File: config.mk
export PLATFORM = sky130hd
export DESIGN_NAME = tmds_period_decoder
export DESIGN_NICKNAME = d
export VERILOG_FILES = /design/src/rtl/tmds_period_pkg.sv /design/src/rtl/tmds_lane_dec.sv /design/src/rtl/tmds_period_fsm.sv /design/src/rtl/tmds_period_decoder.sv
export SDC_FILE = /design/constraint.sdc
export NUM_CORES = 1
export LEC_CHECK = 0
export CAP_MARGIN = 15
export CORE_ASPECT_RATIO = 0.7
export CORE_MARGIN = 2
export CORE_UTILIZATION = 30
export DETAILED_ROUTE_END_ITERATION = 10
export DONT_BUFFER_PORTS = 1
export SLEW_MARGIN = 20
export SYNTH_ARGS = -nofsm -noshare
export SYNTH_HDL_FRONTEND = slang
export SYNTH_SLANG_ARGS = --single-unit
File: constraint.sdc
create_clock -name clk -period 3.55 [get_ports clk]
set_clock_uncertainty 0.1 [all_clocks]
set_input_delay 0.355 -clock clk [delete_from_list [all_inputs] [get_ports clk]]
set_output_delay 0.355 -clock clk [all_outputs]
set_load 0.01 [all_outputs]
File: src/rtl/tmds_period_pkg.sv
package tmds_period_pkg;

   localparam int CHAR_W    = 10;
   localparam int PIX_W     = 8;
   localparam int NIB_W     = 4;
   localparam int NUM_LANES = 3;
   localparam int CTRL_W    = 2;

   // lane 1 character marking a guard band (leading or trailing)
   localparam logic [CHAR_W-1:0] GUARD_LANE1 = 10'b0100110011;

   // control bus values that announce a period
   localparam logic [3:0] PRE_VIDEO  = 4'b0001;
   localparam logic [3:0] PRE_ISLAND = 4'b0101;

   typedef enum logic [1:0] {
      SEL_CTRL   = 2'd0,
      SEL_SKIP   = 2'd1,
      SEL_VIDEO  = 2'd2,
      SEL_ISLAND = 2'd3
   } sel_e;

   typedef enum logic [1:0] {
      ST_CTRL   = 2'd0,
      ST_GUARD  = 2'd1,
      ST_VIDEO  = 2'd2,
      ST_ISLAND = 2'd3
   } period_e;

   typedef struct packed {
      logic              is_ctrl;
      logic [CTRL_W-1:0] ctrl;
      logic [PIX_W-1:0]  pix;
      logic              nib_ok;
      logic [NIB_W-1:0]  nib;
   } lane_dec_t;

   function automatic logic [CHAR_W-1:0] ctrl_code(input logic [CTRL_W-1:0] v);
      logic [CHAR_W-1:0] c;
      case (v)
         2'b00:   c = 10'b1101010100;
         2'b01:   c = 10'b0010101011;
         2'b10:   c = 10'b0101010100;
         default: c = 10'b1010101011;
      endcase
      return c;
   endfunction

   function automatic logic is_ctrl_char(input logic [CHAR_W-1:0] c);
      logic hit;
      hit = 1'b0;
      for (int v = 0; v < 4; v++) begin
         if (c == ctrl_code(CTRL_W'(v))) hit = 1'b1;
      end
      return hit;
   endfunction

   function automatic logic [CHAR_W-1:0] terc4_code(input logic [NIB_W-1:0] n);
      logic [CHAR_W-1:0] c;
      case (n)
         4'h0:    c = 10'b1010011100;
         4'h1:    c = 10'b1001100011;
         4'h2:    c = 10'b1011100100;
         4'h3:    c = 10'b1011100010;
         4'h4:    c = 10'b0101110001;
         4'h5:    c = 10'b0100011110;
         4'h6:    c = 10'b0110001110;
         4'h7:    c = 10'b0100111100;
         4'h8:    c = 10'b1011001100;
         4'h9:    c = 10'b0100111001;
         4'hA:    c = 10'b0110011100;
         4'hB:    c = 10'b1011000110;
         4'hC:    c = 10'b1010001110;
         4'hD:    c = 10'b1001110001;
         4'hE:    c = 10'b0101100011;
         default: c = 10'b1011000011;
      endcase
      return c;
   endfunction

endpackage

File: src/rtl/tmds_lane_dec.sv
module tmds_lane_dec
   import tmds_period_pkg::*;
(
   input  logic [CHAR_W-1:0] sym,
   output lane_dec_t         dec
);

   localparam int NUM_CTRL  = 1 << CTRL_W;
   localparam int NUM_TERC4 = 1 << NIB_W;

   logic [PIX_W-1:0] unrolled;
   lane_dec_t        d_c;

   // inversion undone before the transition chain
   assign unrolled = sym[9] ? ~sym[PIX_W-1:0] : sym[PIX_W-1:0];

   always_comb begin
      d_c = '0;
      for (int v = 0; v < NUM_CTRL; v++) begin
         if (sym == ctrl_code(CTRL_W'(v))) begin
            d_c.is_ctrl = 1'b1;
            d_c.ctrl    = CTRL_W'(v);
         end
      end
      d_c.pix[0] = unrolled[0];
      for (int i = 1; i < PIX_W; i++) begin
         d_c.pix[i] = sym[8] ? (unrolled[i] ^ unrolled[i-1])
                             : ~(unrolled[i] ^ unrolled[i-1]);
      end
      for (int n = 0; n < NUM_TERC4; n++) begin
         if (sym == terc4_code(NIB_W'(n))) begin
            d_c.nib_ok = 1'b1;
            d_c.nib    = NIB_W'(n);
         end
      end
   end

   assign dec = d_c;

endmodule

File: src/rtl/tmds_period_fsm.sv
module tmds_period_fsm
   import tmds_period_pkg::*;
#(
   parameter int PREAMBLE_LEN = 8,
   parameter int GUARD_LEN    = 2
) (
   input  logic       clk,
   input  logic       rst_n,
   input  logic       resync,
   input  logic       all_ctrl,
   input  logic [3:0] ctl_bus,
   input  logic       guard_seen,
   output sel_e       sel,
   output logic       hdmi
);

   localparam int PCW = $clog2(PREAMBLE_LEN + 1);
   localparam int GCW = (GUARD_LEN < 2) ? 1 : $clog2(GUARD_LEN + 1);
   localparam logic [PCW-1:0] PRE_FULL  = PCW'(PREAMBLE_LEN);
   localparam logic [GCW-1:0] GUARD_TOP = GCW'(GUARD_LEN - 1);

   period_e        st_q, st_d;
   logic [PCW-1:0] pcnt_q, pcnt_d;
   logic [GCW-1:0] gcnt_q, gcnt_d;
   logic           kind_q, kind_d;   // 1: island preamble run
   logic           tgt_q, tgt_d;     // 1: island follows the guard
   logic           hdmi_q, hdmi_d;
   logic           is_vpre, is_ipre;

   assign is_vpre = (ctl_bus == PRE_VIDEO);
   assign is_ipre = (ctl_bus == PRE_ISLAND);

   always_comb begin
      sel    = SEL_CTRL;
      st_d   = st_q;
      pcnt_d = pcnt_q;
      gcnt_d = gcnt_q;
      kind_d = kind_q;
      tgt_d  = tgt_q;
      hdmi_d = hdmi_q;
      if (all_ctrl) begin
         sel    = SEL_CTRL;
         st_d   = ST_CTRL;
         gcnt_d = '0;
         if (is_vpre || is_ipre) begin
            if (pcnt_q != '0 && kind_q == is_ipre) begin
               if (pcnt_q != PRE_FULL) pcnt_d = pcnt_q + PCW'(1);
            end else begin
               pcnt_d = PCW'(1);
               kind_d = is_ipre;
            end
         end else begin
            pcnt_d = '0;
         end
      end else begin
         pcnt_d = '0;
         case (st_q)
            ST_CTRL: begin
               if (pcnt_q == PRE_FULL && guard_seen) begin
                  sel    = SEL_SKIP;
                  hdmi_d = 1'b1;
                  tgt_d  = kind_q;
                  if (GUARD_LEN == 1) begin
                     st_d = kind_q ? ST_ISLAND : ST_VIDEO;
                  end else begin
                     st_d   = ST_GUARD;
                     gcnt_d = GCW'(1);
                  end
               end else begin
                  sel  = SEL_VIDEO;
                  st_d = ST_VIDEO;
               end
            end
            ST_GUARD: begin
               sel    = SEL_SKIP;
               gcnt_d = gcnt_q + GCW'(1);
               if (gcnt_q == GUARD_TOP) st_d = tgt_q ? ST_ISLAND : ST_VIDEO;
            end
            ST_VIDEO: sel = SEL_VIDEO;
            default:  sel = guard_seen ? SEL_SKIP : SEL_ISLAND;
         endcase
      end
   end

   always_ff @(posedge clk or negedge rst_n) begin
      if (!rst_n) begin
         st_q   <= ST_CTRL;
         pcnt_q <= '0;
         gcnt_q <= '0;
         kind_q <= 1'b0;
         tgt_q  <= 1'b0;
         hdmi_q <= 1'b0;
      end else if (resync) begin
         st_q   <= ST_CTRL;
         pcnt_q <= '0;
         gcnt_q <= '0;
         kind_q <= 1'b0;
         tgt_q  <= 1'b0;
         hdmi_q <= 1'b0;
      end else begin
         st_q   <= st_d;
         pcnt_q <= pcnt_d;
         gcnt_q <= gcnt_d;
         kind_q <= kind_d;
         tgt_q  <= tgt_d;
         hdmi_q <= hdmi_d;
      end
   end

   assign hdmi = hdmi_q;

endmodule

File: src/rtl/tmds_period_decoder.sv
module tmds_period_decoder
   import tmds_period_pkg::*;
#(
   parameter int PREAMBLE_LEN = 8,
   parameter int GUARD_LEN    = 2
) (
   input  logic              clk,
   input  logic              rst_n,
   input  logic              resync,
   input  logic [CHAR_W-1:0] sym_ch0,
   input  logic [CHAR_W-1:0] sym_ch1,
   input  logic [CHAR_W-1:0] sym_ch2,
   output logic [PIX_W-1:0]  pix_ch0,
   output logic [PIX_W-1:0]  pix_ch1,
   output logic [PIX_W-1:0]  pix_ch2,
   output logic [NIB_W-1:0]  aux_ch0,
   output logic [NIB_W-1:0]  aux_ch1,
   output logic [NIB_W-1:0]  aux_ch2,
   output logic              hsync,
   output logic              vsync,
   output logic [3:0]        ctl,
   output logic              vde,
   output logic              ade,
   output logic              is_hdmi,
   output logic              dec_err
);

   if (PREAMBLE_LEN < 1) begin : g_bad_pre
      $error("PREAMBLE_LEN must be at least 1");
   end
   if (GUARD_LEN < 1) begin : g_bad_guard
      $error("GUARD_LEN must be at least 1");
   end

   logic [CHAR_W-1:0]    sym [NUM_LANES];
   lane_dec_t            dec [NUM_LANES];
   logic [NUM_LANES-1:0] lane_ctrl;
   logic [NUM_LANES-1:0] lane_nib_ok;
   logic                 all_ctrl;
   logic [3:0]           ctl_bus;
   sel_e                 sel;
   logic                 hdmi;

   logic [PIX_W-1:0] pix_q [NUM_LANES];
   logic [NIB_W-1:0] aux_q [NUM_LANES];
   logic             hs_q, vs_q, vde_q, ade_q, err_q;
   logic [3:0]       ctl_q;

   assign sym[0] = sym_ch0;
   assign sym[1] = sym_ch1;
   assign sym[2] = sym_ch2;

   for (genvar l = 0; l < NUM_LANES; l++) begin : g_lane
      tmds_lane_dec u_lane (
         .sym (sym[l]),
         .dec (dec[l])
      );
      assign lane_ctrl[l]   = dec[l].is_ctrl;
      assign lane_nib_ok[l] = dec[l].nib_ok;
   end

   assign all_ctrl = &lane_ctrl;
   assign ctl_bus  = {dec[2].ctrl, dec[1].ctrl};

   tmds_period_fsm #(
      .PREAMBLE_LEN (PREAMBLE_LEN),
      .GUARD_LEN    (GUARD_LEN)
   ) u_fsm (
      .clk        (clk),
      .rst_n      (rst_n),
      .resync     (resync),
      .all_ctrl   (all_ctrl),
      .ctl_bus    (ctl_bus),
      .guard_seen (sym_ch1 == GUARD_LANE1),
      .sel        (sel),
      .hdmi       (hdmi)
   );

   always_ff @(posedge clk or negedge rst_n) begin
      if (!rst_n) begin
         for (int l = 0; l < NUM_LANES; l++) begin
            pix_q[l] <= '0;
            aux_q[l] <= '0;
         end
         hs_q  <= 1'b0;
         vs_q  <= 1'b0;
         ctl_q <= '0;
         vde_q <= 1'b0;
         ade_q <= 1'b0;
         err_q <= 1'b0;
      end else if (resync) begin
         for (int l = 0; l < NUM_LANES; l++) begin
            pix_q[l] <= '0;
            aux_q[l] <= '0;
         end
         hs_q  <= 1'b0;
         vs_q  <= 1'b0;
         ctl_q <= '0;
         vde_q <= 1'b0;
         ade_q <= 1'b0;
         err_q <= 1'b0;
      end else begin
         vde_q <= (sel == SEL_VIDEO);
         ade_q <= (sel == SEL_ISLAND);
         err_q <= (sel == SEL_ISLAND) && !(&lane_nib_ok);
         for (int l = 0; l < NUM_LANES; l++) begin
            pix_q[l] <= (sel == SEL_VIDEO) ? dec[l].pix : '0;
            aux_q[l] <= (sel == SEL_ISLAND && dec[l].nib_ok) ? dec[l].nib : '0;
         end
         if (sel == SEL_CTRL) begin
            hs_q  <= dec[0].ctrl[0];
            vs_q  <= dec[0].ctrl[1];
            ctl_q <= ctl_bus;
         end
      end
   end

   assign pix_ch0 = pix_q[0];
   assign pix_ch1 = pix_q[1];
   assign pix_ch2 = pix_q[2];
   assign aux_ch0 = aux_q[0];
   assign aux_ch1 = aux_q[1];
   assign aux_ch2 = aux_q[2];
   assign hsync   = hs_q;
   assign vsync   = vs_q;
   assign ctl     = ctl_q;
   assign vde     = vde_q;
   assign ade     = ade_q;
   assign is_hdmi = hdmi;
   assign dec_err = err_q;

endmodule

Yosys cells after proc, flatten, opt, wreduce, memory -nomap -nowiden
Cells that the tools add are included.

cells by class
  add/subtract/negate cells = 2
  multipliers = 0
  div/mod/pow operators = 0
  magnitude comparators = 0
  eq/ne operators = 76
  shifts and indexed selects = 0
  mux-type cells = 131
  bitwise logic cells = 45
  reduce and logical (&&, ||, !) cells = 23

operator list
  operator                                                                  count
  10-bit equality test (second input constant)                              33
  10-bit by 9-bit equality test with 1-bit output (second input constant)   25
  5-bit two-way mux                                                         48
  8-bit two-way mux                                                         6
  1-bit two-way mux                                                         41
  4-bit two-way mux                                                         10
  3-bit two-way mux                                                         12
  10-bit by 8-bit equality test with 1-bit output (second input constant)   3
  24-bit two-way mux                                                        1
  8-bit NOT                                                                 3
  1-bit NOT                                                                 21
  1-bit XOR                                                                 21
  2-bit two-way mux                                                         9
  12-bit two-way mux                                                        1
  3-bit AND reduction                                                       4
  2-bit nonzero test                                                        5
  4-bit by 3-bit inequality test with 1-bit output (second input constant)  2
  2-bit case mux with 2 select lines                                        2
  4-bit nonzero test                                                        2
  2-bit equality test (second input constant)                               3
  1-bit logical AND                                                         6
  2-bit case mux with 3 select lines                                        1
  5-bit inequality test (second input constant)                             1
  4-bit by 1-bit adder with 4-bit output (second input constant)            1
  12 further kinds                                                          16

word-level totals
  register bits = 56
  latch bits = 0
  memory bits (writable) = 0
  bits in read-only memories = 0
  input port bits = 33
  output and inout port bits = 46
  word-level logic and storage cells = 295
  memories kept = 0

Depth between registers and ports, before layout
  word-level depth = 21
  gate-level depth with buffers = 11
  gate-level depth less buffers = 8

Modules after synthesis
From an unflattened synthesis, not the netlist that was laid out.

unflattened totals
  cells, all modules = 427
  area total of the unflattened synthesis = 4100.2 um2

modules (own cells, without submodules)
  module                                 instances  cells each  area an instance (um2)  sequential area each (um2)
  tmds_period_decoder                    1          113         1584.0                  1126.1
  tmds_lane_dec at g_lane[1].u_lane ...  2          82          603.1                   0.0
  tmds_lane_dec at g_lane[0].u_lane      1          86          660.6                   0.0
  tmds_period_fsm                        1          64          649.4                   275.3

Worst setup path before layout
Ideal clock, no wire load.

  path type = in2reg
  start = input port sym_ch1[0]
  end = register pix_q, in the netlist pix_ch1[6]
  library setup time = 0.119 ns
  arrival = 2.036 ns
  data required time = 3.331 ns
  slack = 1.295 ns
  stages = 11
  path buffers = 3
  cell sequence = inv_1 ha_1 nand2_1 or4_1 a222oi_1 buf_4 or2_4 or2b_1 buf_6 buf_6 nor2_1

on the way
  word-level cells in the longest chain between the ends = 10
  elaborated cells on any way between the ends = 18
  classes of those cells = 6 x eq/ne; 10 x mux; 2 x reduce/logical

RTL lines
  item                             line                        RTL
  from (decl)                      tmds_period_decoder.sv:11   input logic [CHAR_W-1:0] sym_ch1,
  10-bit equality test             tmds_lane_dec.sv:20         if (sym == ctrl_code(CTRL_W'(v))) begin
  3-bit two-way mux (4 in series)  tmds_lane_dec.sv:20
  3-bit AND reduction              tmds_period_decoder.sv:62   assign all_ctrl = &lane_ctrl;
  2-bit two-way mux *              tmds_period_fsm.sv:41       if (all_ctrl) begin
  2-bit equality test *            tmds_period_decoder.sv:107  pix_q[l] <= (sel == SEL_VIDEO) ? dec[l].pix : '0;
  8-bit two-way mux *              tmds_period_decoder.sv:107
  24-bit two-way mux *             tmds_period_decoder.sv:91   end else if (resync) begin
  to (signal, indexed assignment)  tmds_period_decoder.sv:107
  to (decl)                        tmds_period_decoder.sv:44   logic [PIX_W-1:0] pix_q [NUM_LANES];

Every way passes the cells marked *; elsewhere a longest branch is shown, timed or not.
A chain may end at the register's enable or synchronous reset.

Worst setup path after layout
  start = input port sym_ch1[1]
  end = register pix_q, in the netlist pix_ch0[2]

Same word-level chain as after synthesis.

==> metrics.cfg <==
[status]
status=completed

[die]
dieArea_um2=13970
dieWidth_um=140.4
die_h_um=99.49
design.core.area_um2=12550
rows=34
start_util_pct=31.14
io_pins=79

[drt]
wirelength_um=10450
drc_errors=0
first_iter_violations=272
ant_nets=0
drt-wirelength-per-cell_um=17.65
dr.pass1.iters=5
vias_per_cell=5.390
via_count=3191

[power_and_ir_drop]
power.density_nw_per_um2=323.8
ir_drop_mv=0.1476
p_leak_nw=1.834
p_total_mw=1.360

[placed_design]
gp_congestion=0.8428
dp_hpwl_um=7826
io_buffer_count=0
dpl_cell_area_um2=4015

[global_routing]
antenna_found_initial=0
grt_pass1_wl_um=16730
grt_max_degree=57
grt-ovfl-total=0
grt_pass1_vias=3124
track_usage_pct=15.19

[final_layout]
multiInputGateArea_um2=2283
antennaDiodeCount=0
seqCellArea_um2=1401
design_area_um2=4202
area_growth_pct=7.525
nFillCells=1286
fin_nets=493
drive_above_1_share_pct=4.884
final_util_pct=33.48

[synthesis]
synthTopCellsByArea=dfrtp_1 (36%), ha_1 (9.9%), xnor2_1 (6.5%)
yosysWarnings=0
async_flop_share_pct=100.0
syn_avg_cell_area_um2=8.942
synthFlopType=dfrtp_1
synth_seq_cells=56
synth_cells=437
syn-num-nets=501
synth_top_cell_by_area=dfrtp_1
yosysTopAreaCellShare_pct=35.86
synth.distinct_cells=59
yosysSeqAreaShare_pct=35.86
synth_edf_count=0
netlist_area_um2=3907

[critical_path]
reg2reg_depth=9
crit_top_cell=buf_4
crit_start=sym_ch1[1]
required_ns=3.62
critical_path_class=in -> reg
worst_setup_path_start_kind=input pin
r2r_start=u_fsm.pcnt_q[0]$_DFFE_PN0P_
crit_chain=inv_1 > ha_1 > nand2_1 > or4_1 > a222oi_1 > buf_4 > or2_4 > or2b_1 > buf_4 > nor2_1
cp_slowest_stage_delay_ns=0.46
worstPathArrival_ns=2.52
rrSetupSlack_ns=1.24
crit_path_end_kind=register
slowest_stage=or4_1
reg2reg_to=pix_ch0[2]$_DFF_PN0_
crit_fanout=17

[clocking]
clkSlewWorstSetupHoldPaths_ns=0.07
cts_max_path_buffers=2
h-tree-depth=2
cts_tree=yes
insertion_delay_ns=0.29
cts.sinks=56
cts_buffers=5
cts_root_buf=clkbuf_16
cts_setup_buffers=0

[worst_hold_path]
hold_end=ctl[1]$_DFFE_PN0P_
min_path_cells=1
hp-class=in -> reg
hp-start=resync

[sta]
period_share_pct=69.12
finalMaxSlewViolations=0
tightest_slew_ns=0.5033
hold_violations=0
finalSetupViolCount=0
rsz0062_at_grt=no
max_slew_margin_pct=66.19
fin_setup_tns_ns=0
fmax_mhz=407.5
fin_crit_ns=2.454

[flow_run]
cap_violations=0

[cells in the mapped netlist, types with 3 or more instances]
cell / instances
nor2_1: 62
dfrtp_1: 56
ha_1: 31
xnor2_1: 29
inv_1: 27
a21oi_1: 24
nand2_1: 19
nand3_1: 15
nand2b_1: 13
nor3_1: 12
nand4_1: 10
nand4b_1: 10
o21ai_0: 8
xor2_1: 8
and3_1: 7
mux2i_1: 7
nor2b_1: 7
a31oi_1: 6
a311oi_1: 5
buf_1: 5
clkbuf_1: 5
nor4_1: 5
and4b_1: 4
buf_2: 4
buf_6: 4
or3_1: 4
mux2_2: 3
nand3b_1: 3
nor4b_1: 3
o311a_1: 3
[registers in the layout, summed over array words and instances (netlist names)]
signal        flops
hsync             1
vsync             1
aux_ch0           4
aux_ch2           4
ade               1
u_fsm.tgt_q       1
u_fsm.pcnt_q      4
aux_ch1           4
vde               1
pix_ch0           8
u_fsm.gcnt_q      2
u_fsm.kind_q      1
dec_err           1
u_fsm.st_q        2
pix_ch2           8
ctl               4
u_fsm.hdmi        1
pix_ch1           8
[report_power, final]
group          internal (mW)  leakage [nW]  switching [mW]
clock                  0.279        0.0766           0.224
sequential             0.666         0.752          0.0288
combinational         0.0751          1.01          0.0877
[worst max-delay path by stage]
stage,to,depth (start not counted)
floorplan,pix_ch1[6]$_DFF_PN0_,11
global placement,pix_ch0[2]$_DFF_PN0_,10
detailed placement,pix_ch0[2]$_DFF_PN0_,10
CTS,pix_ch0[2]$_DFF_PN0_,10
global route,pix_ch0[2]$_DFF_PN0_,10
finish,pix_ch0[2]$_DFF_PN0_,10
[area by class of cell]
type | instances | share of cell area, %
clock buffers | 6 | 3.306
clock inverters | 2 | 0.2382
inverters | 28 | 2.501
multi-input cells | 333 | 54.35
flip-flops and latches | 56 | 33.35
well taps | 162 | 4.824
repair buffers | 5 | 1.429
[stage by stage]
| stage | hold slack (ns) | cells | worst slack, ns |
|---|---|---|---|
| after floorplan | -0.04059 | 437 | 1.295 |
| after global placement | -0.03874 | 582 | 0.8503 |
| after detailed placement | -0.03867 | 582 | 0.8133 |
| after CTS | 0.004600 | 592 | 1.104 |
| after global routing | 0.003929 | 592 | 0.8759 |
| final | 0.01481 | 592 | 1.096 |
[metal layers]
layer / global-route usage [%] / part of all wire (%)
met3: 5.681 / 10
met4: 2.875 / 1.3
met5: 0 / 0
met2: 23.00 / 42
met1: 20.93 / 46
[critical path: cells and delay by family]
kind / cells / cell delay, ns
buffers and inverters: 3 / 0.59
adders and majority gates: 1 / 0.21
and+or+nand+nor: 5 / 1.08
AOI/OAI and AO/OA: 1 / 0.26
[cell families after synthesis]
| family | count (synthesis) | synth area share, % |
|---|---|---|
| xor+xnor | 37 | 8.293 |
| fa+ha+maj | 31 | 9.926 |
| flops | 56 | 35.86 |
| mux | 10 | 2.658 |
| simple gates | 192 | 26.99 |
| buf+inv | 48 | 5.700 |
| compound gates | 63 | 10.57 |
[timing repair]
action | CTS | global route
hold endpoints to repair | 56 | 0
gates resized for setup | 0 | 0
hold buffers | 2 | 0
[cells in the final DEF, fill, tap and decap left out, drive strengths merged, types with 4 or more instances in the layout]
cell type  netlist  layout
nor2            62      62
dfrtp           56      56
ha              31      31
xnor2           29      29
inv             28      28
a21oi           24      24
nand2           19      19
nand3           15      15
nand2b          13      13
nor3            12      12
nand4           10      10
nand4b          10      10
xor2             8       8
o21ai            8       8
and3             7       7
nor2b            7       7
mux2i            7       7
a31oi            6       6
clkbuf           5       6
nor4             5       5
a311oi           5       5
and4b            4       4
or3              4       4
buf             15       4
(Power assumes the default switching activity.)
